$ cat config.mk
export PLATFORM = sky130hd
export DESIGN_NAME = line_colour_select
export DESIGN_NICKNAME = d
export VERILOG_FILES = /design/src/rtl/colsel_pkg.sv /design/src/rtl/colsel_pulse_sync.sv /design/src/rtl/colsel_rotor.sv /design/src/rtl/colsel_route.sv /design/src/rtl/line_colour_select.sv
export SDC_FILE = /design/constraint.sdc
export NUM_CORES = 1
export LEC_CHECK = 0
export ABC_AREA = 1
export CAP_MARGIN = 20
export CELL_PAD_IN_SITES_DETAIL_PLACEMENT = 1
export CELL_PAD_IN_SITES_GLOBAL_PLACEMENT = 2
export CORE_MARGIN = 2
export CORE_UTILIZATION = 16
export CTS_BUF_LIST = sky130_fd_sc_hd__clkbuf_16
export CTS_CLUSTER_SIZE = 24
export DETAILED_ROUTE_END_ITERATION = 16
export PLACE_DENSITY = 0.71
export SETUP_SLACK_MARGIN = 0.4
export SLEW_MARGIN = 40
export SYNTH_ARGS = -nofsm -noshare
export SYNTH_HDL_FRONTEND = slang
export SYNTH_SLANG_ARGS = --single-unit
$ cat constraint.sdc
create_clock -name clk -period 0.9 [get_ports clk]
set_input_delay 0.09 -clock clk [delete_from_list [all_inputs] [get_ports clk]]
set_output_delay 0.09 -clock clk [all_outputs]
set_load 0.005 [all_outputs]
$ cat src/rtl/colsel_pkg.sv
package colsel_pkg;

    localparam int COL_W = 2;

    typedef enum logic [COL_W-1:0] {
        COL_RED   = 2'b00,
        COL_GREEN = 2'b01,
        COL_BLUE  = 2'b10
    } colour_e;

    // Register field to colour; the unused code falls back to red.
    function automatic colour_e field_to_colour(input logic [COL_W-1:0] f);
        colour_e c;
        case (f)
            2'b01:   c = COL_GREEN;
            2'b10:   c = COL_BLUE;
            default: c = COL_RED;
        endcase
        return c;
    endfunction

    // Rotation order red -> green -> blue -> red.
    function automatic colour_e rotate_colour(input colour_e c);
        colour_e n;
        case (c)
            COL_RED:   n = COL_GREEN;
            COL_GREEN: n = COL_BLUE;
            default:   n = COL_RED;
        endcase
        return n;
    endfunction

endpackage

$ cat src/rtl/colsel_pulse_sync.sv
module colsel_pulse_sync #(
    parameter int STAGES = 2
) (
    input  logic clk,
    input  logic rst_n,
    input  logic pin_async,
    output logic rise_o
);
    localparam int TOP = STAGES - 1;

    typedef struct packed {
        logic [STAGES-1:0] chain;
        logic              last;
    } sync_state_t;

    sync_state_t st_d, st_q;

    always_comb begin
        st_d       = st_q;
        st_d.chain = {st_q.chain[TOP-1:0], pin_async};
        st_d.last  = st_q.chain[TOP];
    end

    always_ff @(posedge clk or negedge rst_n) begin
        if (!rst_n) st_q <= '0;
        else        st_q <= st_d;
    end

    assign rise_o = st_q.chain[TOP] & ~st_q.last;


    single_rise_chk: assert property (@(posedge clk) disable iff (!rst_n)
        rise_o |=> !rise_o);

endmodule

$ cat src/rtl/colsel_rotor.sv
module colsel_rotor
    import colsel_pkg::*;
(
    input  logic    clk,
    input  logic    rst_n,
    input  logic    advance,
    input  logic    clear,
    output colour_e rot_o
);
    typedef struct packed {
        colour_e rot;
    } rotor_state_t;

    rotor_state_t st_d, st_q;

    always_comb begin
        st_d = st_q;
        if (clear)        st_d.rot = COL_RED;
        else if (advance) st_d.rot = rotate_colour(st_q.rot);
    end

    always_ff @(posedge clk or negedge rst_n) begin
        if (!rst_n) st_q <= '{rot: COL_RED};
        else        st_q <= st_d;
    end

    assign rot_o = st_q.rot;


    legal_code_chk: assert property (@(posedge clk) disable iff (!rst_n)
        rot_o != 2'b11);


    clear_wins_chk: assert property (@(posedge clk) disable iff (!rst_n)
        clear |=> rot_o == COL_RED);


    step_order_chk: assert property (@(posedge clk) disable iff (!rst_n)
        (advance && !clear && rot_o == COL_BLUE) |=> rot_o == COL_RED);


    hold_chk: assert property (@(posedge clk) disable iff (!rst_n)
        (!advance && !clear) |=> $stable(rot_o));

endmodule

$ cat src/rtl/colsel_route.sv
module colsel_route
    import colsel_pkg::*;
(
    input  logic             acyc_en,
    input  logic             force_en,
    input  logic [COL_W-1:0] intm,
    input  logic [COL_W-1:0] fm,
    input  colour_e          rot,
    output logic [COL_W-1:0] in_sel,
    output logic [COL_W-1:0] ofs_sel,
    output logic [COL_W-1:0] gain_sel
);
    colour_e bank_c, input_c;

    always_comb begin
        bank_c  = acyc_en ? rot : field_to_colour(intm);
        input_c = force_en ? field_to_colour(fm) : bank_c;
    end

    assign in_sel   = input_c;
    assign ofs_sel  = bank_c;
    assign gain_sel = bank_c;

endmodule

$ cat src/rtl/line_colour_select.sv
module line_colour_select
    import colsel_pkg::*;
#(
    parameter int SYNC_STAGES = 2
) (
    input  logic       clk,
    input  logic       rst_n,
    input  logic       acyc_pin,
    input  logic       acyc_clr,
    input  logic       lbl_en,
    input  logic       acyc_en,
    input  logic       force_en,
    input  logic [1:0] intm,
    input  logic [1:0] fm,
    output logic [1:0] in_sel,
    output logic [1:0] ofs_sel,
    output logic [1:0] gain_sel,
    output logic       mono_force,
    output logic       pd_green,
    output logic       pd_blue
);
    logic    pin_rise;
    logic    step;
    colour_e rot_w;

    colsel_pulse_sync #(.STAGES(SYNC_STAGES)) i_sync (
        .clk       (clk),
        .rst_n     (rst_n),
        .pin_async (acyc_pin),
        .rise_o    (pin_rise)
    );

    assign step = pin_rise & acyc_en;

    colsel_rotor i_rotor (
        .clk     (clk),
        .rst_n   (rst_n),
        .advance (step),
        .clear   (acyc_clr),
        .rot_o   (rot_w)
    );

    colsel_route i_route (
        .acyc_en  (acyc_en),
        .force_en (force_en),
        .intm     (intm),
        .fm       (fm),
        .rot      (rot_w),
        .in_sel   (in_sel),
        .ofs_sel  (ofs_sel),
        .gain_sel (gain_sel)
    );

    assign mono_force = lbl_en;
    assign pd_green   = lbl_en;
    assign pd_blue    = lbl_en;


    path_ctrl_chk: assert property (@(posedge clk) disable iff (!rst_n)
        (pd_green == pd_blue) && (pd_blue == mono_force));


    lockstep_chk: assert property (@(posedge clk) disable iff (!rst_n)
        (acyc_en && !force_en) |-> (in_sel == ofs_sel && ofs_sel == gain_sel));


    bank_pair_chk: assert property (@(posedge clk) disable iff (!rst_n)
        ofs_sel == gain_sel);


    gated_hold_chk: assert property (@(posedge clk) disable iff (!rst_n)
        (!acyc_en && !acyc_clr) |=> $stable(rot_w));

endmodule

# Yosys cells after proc, flatten, opt, wreduce, memory -nomap -nowiden
# Index checks and enable logic that the tools add are counted.
dict set report word_totals {
  register_bits 5
  inputBits 11
  out_inout_bits 9
  elab_cells 20
}
dict set report op_classes {
  n_eq_ne 5
  mux 7
  bitwise_logic 3
  n_reduce_logical 2
}
# op n
set op_table {}
lappend op_table {{case mux 2 bit (2 select lines)} 3}
lappend op_table {{two-way mux 2 bit} 4}
lappend op_table {{== test 2 x 1 -> 1 bit, second input constant} 3}
lappend op_table {{== test 2 bit, second input constant} 2}
lappend op_table {{bitwise AND 1 bit} 2}
lappend op_table {{logical NOT 2 bit} 1}
lappend op_table {{nonzero test 2 bit} 1}
lappend op_table {{inverter 1 bit} 1}

# Logic depth before layout (Yosys ltp)
# Gate-level depths: netlist (run 1).
dict set report depth {
  word_depth 5
  mapped_depth 5
  depth_no_buf 5
}

# Modules after synthesis
# From an unflattened synthesis (run 1), not the netlist that was laid out.
dict set report hier_totals {
  cells_unflattened 45
  hier_area_um2 310.3
}
# module n_inst cells_per_inst area_each_um2 seq_area_each_um2
set modules_own_cells {}
lappend modules_own_cells {colsel_route 1 24 106.4 0.0}
lappend modules_own_cells {colsel_rotor 1 11 88.8 50.0}
lappend modules_own_cells {colsel_pulse_sync 1 5 85.1 75.1}
lappend modules_own_cells {line_colour_select 1 5 30.0 0.0}

# Least setup slack after synthesis (run 1)
# No wires, ideal clock.
dict set report synth_path {
  kind {register to output}
  start {register i_rotor.st_q (netlist bit i_rotor.rot_o[1])}
  end {output ofs_sel[1]}
  t_arrival_ns 0.773
  t_required_ns 0.810
  path_slack_ns 0.037
  stages_incl_launch_ff 5
  n_path_buf 1
  cell_sequence {dfrtp_1 inv_1 nand2_1 and2_1 buf_4}
}
dict set report synth_via {
  elab_chain_cells 1
}
# item line_no
set synth_lines {}
lappend synth_lines {{start: declaration} colsel_rotor.sv:14} ;# rotor_state_t st_d, st_q;
lappend synth_lines {{start signal: assignment} colsel_rotor.sv:23} ;# if (!rst_n) st_q <= '{rot: COL_RED};
lappend synth_lines {{start signal: assignment} colsel_rotor.sv:24} ;# else st_q <= st_d;
lappend synth_lines {{two-way mux 2 bit} colsel_route.sv:16} ;# bank_c = acyc_en ? rot : field_to_colour(intm);
lappend synth_lines {{end: declaration} line_colour_select.sv:16} ;# output logic [1:0] ofs_sel,
# No other way between the ends.

# Worst setup path in the final report (run 1)
dict set report layout_path {
  start {register i_rotor.st_q (netlist bit i_rotor.rot_o[0])}
  end {output gain_sel[0]}
}
dict set report layout_via {
  elab_chain_cells 1
}
# item line_no
set layout_lines {}
lappend layout_lines {{two-way mux 2 bit} colsel_route.sv:16}
lappend layout_lines {{end: declaration} line_colour_select.sv:17} ;# output logic [1:0] gain_sel,
# No other way between the ends.

==> results of run 1 <==
[logic make-up (layout without fill, tap and decap cells)]
family / Yosys count / count (layout) / synth area share
flip-flops: 5 / 5 / 0.4000
buffers and inverters: 14 / 33 / 0.2280
AND/OR/NAND/NOR: 25 / 25 / 0.3720
[metal layers]
metal / global-route usage / part of all wire
met1: 0.07207 / 0.37
met2: 0.1263 / 0.57
met3: 0.01111 / 0.060
met4: 0.06486 / 0
met5: 0 / 0
[area by class of cell]
type | instances | area (um^2)
clock inverter | 1 | 3.754
inverter | 9 | 33.78
fill | 217 | 1176
multi-input combinational | 25 | 155.1
timing repair buffer | 20 | 182.7
sequential | 5 | 125.1
clock buffer | 3 | 75.07
tap | 25 | 31.28
[power by group through the flow]
stage	Clock, mW	Sequential (mW)	Combinational, mW
3_3_place_gp	0	0.257	0.216
4_1_cts	0.718	0.256	0.234
5_1_grt	0.738	0.258	0.281
2_1_floorplan	0	0.259	0.111
3_5_place_dp	0	0.258	0.219
6_report	0.703	0.255	0.252
[stage by stage]
step,TNS [ns],hold slack [ns],instances,worst slack (ns)
3_5_place_dp,-4.214,0.1801,82,-0.6357
5_1_grt,-1.342,0.1006,88,-0.2117
4_1_cts,-1.052,0.09153,87,-0.1895
3_3_place_gp,-4.039,0.1801,82,-0.6094
2_1_floorplan,0,-0.2056,44,0.08474
6_report,-0.8888,0.08419,88,-0.1627
[placed cells by master, fill, tap and decap left out]
cell              n
nand2_1          10
inv_2             2
clkdlybuf4s50_1   6
dlygate4sd2_1     3
buf_2             2
nor3_4            1
inv_1             8
clkbuf_16         3
and2_4            2
buf_6             5
dfrtp_1           5
nand3_2           3
buf_4             4
nor3_2            1
nand3_1           3
nor2_1            1
nand2_2           4
[worst paths after layout]
| path | startpoint | end | slack (ns) | cells past startpoint |
|---|---|---|---|---|
| max | i_rotor.rot_o[0] | gain_sel[0] | -0.16 | 4 |
| min reg2reg | i_sync.st_d[2] | i_sync.st_d[0] | 0.35 | 0 |
| min in group clk | lbl_en | pd_blue | 0.18 | 0 |
| max reg2reg | i_rotor.rot_o[1] | i_rotor.rot_o[1] | 0.01 | 5 |
| max in group asynchronous | rst_n | i_sync.st_d[0] | 0.63 | 1 |
| min | rst_n | i_rotor.rot_o[0] | 0.08 | 1 |
[Yosys cell counts]
master   instances  share of area
and2_1           2          0.040
buf_4            5           0.12
dfrtp_1          5           0.40
inv_1            7          0.084
inv_2            2          0.024
nand2_1         13           0.16
nand2_2          1          0.020
nand3_1          5          0.080
nand3_2          1          0.032
nor2_1           1          0.012
nor3_1           2          0.032
[sequential cells by signal (all words and copies together) (netlist names)]
signal         flops
i_sync.st_d        2
i_sync.st_q        1
i_rotor.rot_o      2
[worst reg2reg max path, delay by kind of cell, from the launching register on]
| kind | cells | cell delay (ns) |
|---|---|---|
| DFF | 1 | 0.36 |
| buffers and inverters | 2 | 0.24 |
| and+or+nand+nor | 3 | 0.22 |
[repair_timing]
action	in CTS	in global routing
pin swaps	9	3
gates resized for setup	35	3
endpoints found under the setup margin	9	9
hold buffers	0	0
buffers inserted	1	1
==> flow_metrics.env, run 1 <==
export IMPL_outcome="finished, violations left"
export IMPL_violations="negative setup slack"
export IMPL_initial_core_util=0.1754
export IMPL_crit_path_end_kind="output port"
export IMPL_pwr_share_seq=0.211
export IMPL_worst_path_buf_inv=2
export IMPL_clock_latency_ns=0.22
export IMPL_slew_headroom=0.8560
export IMPL_ys_warn_count=0
export IMPL_internal_power_mw=0.9682
export IMPL_path_class="reg -> out"
export IMPL_avgSynthCellArea_um2=7.109
export IMPL_coreArea_um2=1783
export IMPL_hold_viol=0
export IMPL_fp_dieH_um=48.22
export IMPL_max_clock_freq_mhz=941.0
export IMPL_drtIter0Drc=0
export IMPL_maxCapViolCount=0
export IMPL_period_needed_ns=1.063
export IMPL_clkPwrFrac=0.581
export IMPL_root_buffer="clkbuf_16"
export IMPL_combinationalPowerShare=0.208
export IMPL_yosysUniqueCellTypes=11
export IMPL_grt_use_total=0.07202
export IMPL_final_nets=75
export IMPL_leakage_nw=0.3182
export IMPL_path_clk_slew_ns=0.03
export IMPL_tritoncts="done"
export IMPL_route_vias_total=324
export IMPL_synth_seq_cells=5
export IMPL_drive_gt1_frac=0.4286
export IMPL_fin_skew_ns=0.0005886
export IMPL_vias_per_cell=3.682
export IMPL_htreeDepth=1
export IMPL_cts_buffers=3
export IMPL_cts_sinks=5
export IMPL_antenna_cells=0
export IMPL_worst_pin_slew_ns=0.2153
export IMPL_path_max_fanout=2
export IMPL_io_buffers=15
export IMPL_crit_required_ns=0.81
export IMPL_io_pins=20
export IMPL_cpPeakStageDelay_ns=0.37
export IMPL_cts_max_path_buffers=2
export IMPL_grt_ovfl_total=0
export IMPL_grt_pass1_wl_mm=1.124
export IMPL_power_total_mw=1.210
export IMPL_wire_per_inst_um=8.125
export IMPL_synthesis_area_um2=312.8
export IMPL_grt_start_max_net_pins=6
export IMPL_cp_arrival_ns=0.97
export IMPL_p_switching_mw=0.2417
export IMPL_synth_cells=44
export IMPL_areaGrowthSynthToFinish_pct=94.00
export IMPL_setup_ws_ns=-0.1627
export IMPL_routed_wirelength_um=715
export IMPL_hpwl_um=597.3
export IMPL_finalMaxSlewViolations=0
export IMPL_antenna_found_initial=0
export IMPL_hold_path_class="in -> async"
export IMPL_num_rows=15
export IMPL_post_route_period_util=1.181
export IMPL_place_gp_congestion=0.6545
export IMPL_grt_pass1_vias=301
export IMPL_drt_first_pass_iters=1
export IMPL_design_area_um2=606.8
export IMPL_path_cells="inv_2, nand2_2, and2_4, buf_6"
export IMPL_cp_slowest_cell="dfrtp_1"
export IMPL_start_kind="register"
export IMPL_synthesis_nets=55
export IMPL_rsz0062_at_grt="true"
export IMPL_ir_worst_vdd_uv=1309
export IMPL_ys_seq_area_frac=0.4000
export IMPL_drc=0
export IMPL_utilization=0.3404
export IMPL_power_density_nw_per_um2=1994
export IMPL_finalSetupViolCount=6
export IMPL_dpl_cell_area_um2=491.7
export IMPL_ant_nets=0
export IMPL_cpLargestDelayFamily="flip-flops"
export IMPL_die_area_um2=2325
export IMPL_swShare=0.1997
export IMPL_die_w_um=48.22
Note: power is estimated with default switching activity, not from simulation.
==> inputs of run 2 (changes only) <==
--- a/config.mk
+++ b/config.mk
@@ -14,6 +14,7 @@
 export CTS_BUF_LIST = sky130_fd_sc_hd__clkbuf_16
 export CTS_CLUSTER_SIZE = 24
 export DETAILED_ROUTE_END_ITERATION = 16
+export MAX_ROUTING_LAYER = met4
 export PLACE_DENSITY = 0.71
 export SETUP_SLACK_MARGIN = 0.4
 export SLEW_MARGIN = 40
==> results of run 2 <==
The final DEF is identical to that of run 1; final timing and power are the same.
Main changes from that run: final weighted congestion in routability-driven placement 0.6545 -> 0.6604; overall routing resource usage 0.07202 -> 0.07428
==> inputs of run 3 (changes only) <==
--- a/config.mk
+++ b/config.mk
@@ -17,6 +17,7 @@
 export MAX_ROUTING_LAYER = met4
 export PLACE_DENSITY = 0.71
 export SETUP_SLACK_MARGIN = 0.4
+export SKIP_LAST_GASP = 1
 export SLEW_MARGIN = 40
 export SYNTH_ARGS = -nofsm -noshare
 export SYNTH_HDL_FRONTEND = slang
==> run 3 against run 2 <==
  * Wire length rose by 0.28%
  * First-iteration DRC count did not move
  * Largest cell class unchanged
  * Sequential share of layout area rose by 0.21 points
  * Core utilization fell by 0.35 points
  * Critical path type unchanged
  * Setup slack got worse by 0.0079 ns
  * Maximum frequency fell by 0.73%
  * Clock skew did not move
  * Largest power group unchanged
  * Cell area fell by 1.0%
  * The run still ends with negative setup slack left
  * Clock-buffer cell count did not move
  * Combinational power fell by 2%
  * Global-route usage did not move
==> flow_metrics.env, run 3 (same netlist as run 1, synthesis figures left out) <==
export IMPL_outcome="finished, violations left"
export IMPL_violations="negative setup slack"
export IMPL_wire_per_inst_um=8.148
export IMPL_pwr_share_seq=0.212
export IMPL_finalSetupViolCount=6
export IMPL_clock_latency_ns=0.22
export IMPL_path_class="reg -> out"
export IMPL_rsz0062_at_grt="true"
export IMPL_grt_start_max_net_pins=6
export IMPL_path_max_fanout=2
export IMPL_period_needed_ns=1.071
export IMPL_io_pins=20
export IMPL_coreArea_um2=1783
export IMPL_swShare=0.2000
export IMPL_internal_power_mw=0.9626
export IMPL_final_cell_mix="nand2_1 (10), inv_1 (8), clkdlybuf4s50_1 (6), dfrtp_1 (5)"
export IMPL_setup_ws_ns=-0.1705
export IMPL_htreeDepth=1
export IMPL_num_rows=15
export IMPL_slew_headroom=0.8560
export IMPL_die_area_um2=2325
export IMPL_grt_ovfl_total=0
export IMPL_cts_buffers=3
export IMPL_place_gp_congestion=0.6604
export IMPL_hpwl_um=597.3
export IMPL_dp_cells=82
export IMPL_pre_cts_ws_ns=-0.6357
export IMPL_combinationalPowerShare=0.204
export IMPL_layout_cells_non_filler=88
export IMPL_ir_worst_vdd_uv=1301
export IMPL_crit_path_end_kind="output port"
export IMPL_cp_arrival_ns=0.98
export IMPL_final_nets=75
export IMPL_initial_core_util=0.1754
export IMPL_drtIter0Drc=0
export IMPL_drt_first_pass_iters=1
export IMPL_areaGrowthSynthToFinish_pct=92.00
export IMPL_grt_pass1_vias=301
export IMPL_clkPwrFrac=0.584
export IMPL_leakage_nw=0.3164
export IMPL_io_buffers=15
export IMPL_root_buffer="clkbuf_16"
export IMPL_post_route_period_util=1.189
export IMPL_max_clock_freq_mhz=934.1
export IMPL_die_w_um=48.22
export IMPL_vias_per_cell=3.682
export IMPL_fp_dieH_um=48.22
export IMPL_route_vias_total=324
export IMPL_drc=0
export IMPL_antenna_found_initial=0
export IMPL_cts_max_path_buffers=2
export IMPL_drive_gt1_frac=0.4286
export IMPL_path_clk_slew_ns=0.03
export IMPL_final_common_cell="nand2_1"
export IMPL_p_switching_mw=0.2406
export IMPL_tns_ns=-0.8907
export IMPL_worst_pin_slew_ns=0.2153
export IMPL_antenna_cells=0
export IMPL_power_density_nw_per_um2=2003
export IMPL_cts_sinks=5
export IMPL_tritoncts="done"
export IMPL_maxCapViolCount=0
export IMPL_grt_use_total=0.07428
export IMPL_hold_viol=0
export IMPL_ant_nets=0
export IMPL_fin_skew_ns=0.0005886
export IMPL_power_total_mw=1.203
export IMPL_routed_wirelength_um=717
export IMPL_crit_required_ns=0.81
export IMPL_grt_pass1_wl_mm=1.124
export IMPL_finalMaxSlewViolations=0
export IMPL_hold_path_class="in -> async"
export IMPL_holdWs_ns=0.08419
export IMPL_start_kind="register"
run 3: changes by cell type in the layout (fill, tap and decap cells not counted):
| cell | change |
|---|---|
| buf_2 | +1 |
| buf_6 | -1 |
run 3: power groups by stage:
stage	clock (mW)	sequential [mW]	combinational, mW
final	0.703	0.255	0.246
after global routing	0.738	0.258	0.274
after CTS	0.718	0.256	0.227
after detailed placement	0	0.258	0.219
after global placement	0	0.257	0.216
after floorplan	0	0.259	0.111
run 3: routing by layer:
metal | GRT usage | wire, um | part of all wire | vias up
met5 | - | 0 | 0 | -
met1 | 0.07207 | 269 | 0.38 | 147
met3 | 0.01111 | 43 | 0.060 | 0
met2 | 0.1263 | 404 | 0.56 | 12
li1 | - | - | - | 165
met4 | 0.06486 | 0 | 0 | 0
run 3: final timing paths:
path | from | end | slack, ns | cells after the start
setup / recovery | i_rotor.rot_o[0] | gain_sel[0] | -0.17 | 4
hold / removal | rst_n | i_rotor.rot_o[0] | 0.08 | 1
setup reg to reg | i_rotor.rot_o[1] | i_rotor.rot_o[1] | 0.01 | 5
hold reg to reg | i_sync.st_d[2] | i_sync.st_d[0] | 0.35 | 0
max in group asynchronous | rst_n | i_sync.st_d[0] | 0.63 | 1
min in group clk | lbl_en | pd_blue | 0.18 | 0
run 3: critical path, stage by stage, from the launching register on:
cell and delay, ns:
dfrtp_1 0.37, inv_2 0.07, nand2_2 0.06, and2_4 0.14, buf_2 0.12
run 3: area by class of cell:
type,count,area [um^2]
clock buffers,3,75.07
repair buffers,20,176.4
inverters,9,33.78
fillers,219,1182
clock inverters,1,3.754
multi-input cells,25,155.1
flip-flops and latches,5,125.1
well taps,25,31.28
run 3: repair_timing:
| item | in CTS | in global routing |
|---|---|---|
| pin swaps | 9 | 3 |
| hold buffers | 0 | 0 |
| endpoints found under the setup margin | 9 | 9 |
| setup buffers | 1 | 1 |
| resized for setup | 34 | 3 |
run 3: stage by stage:
stage	area (um^2)	utilization
finish	600.6	0.3368
global route	600.6	0.3368
CTS	579.3	0.3249
detailed placement	491.7	0.2758
global placement	491.7	0.2758
floorplan	332.8	-
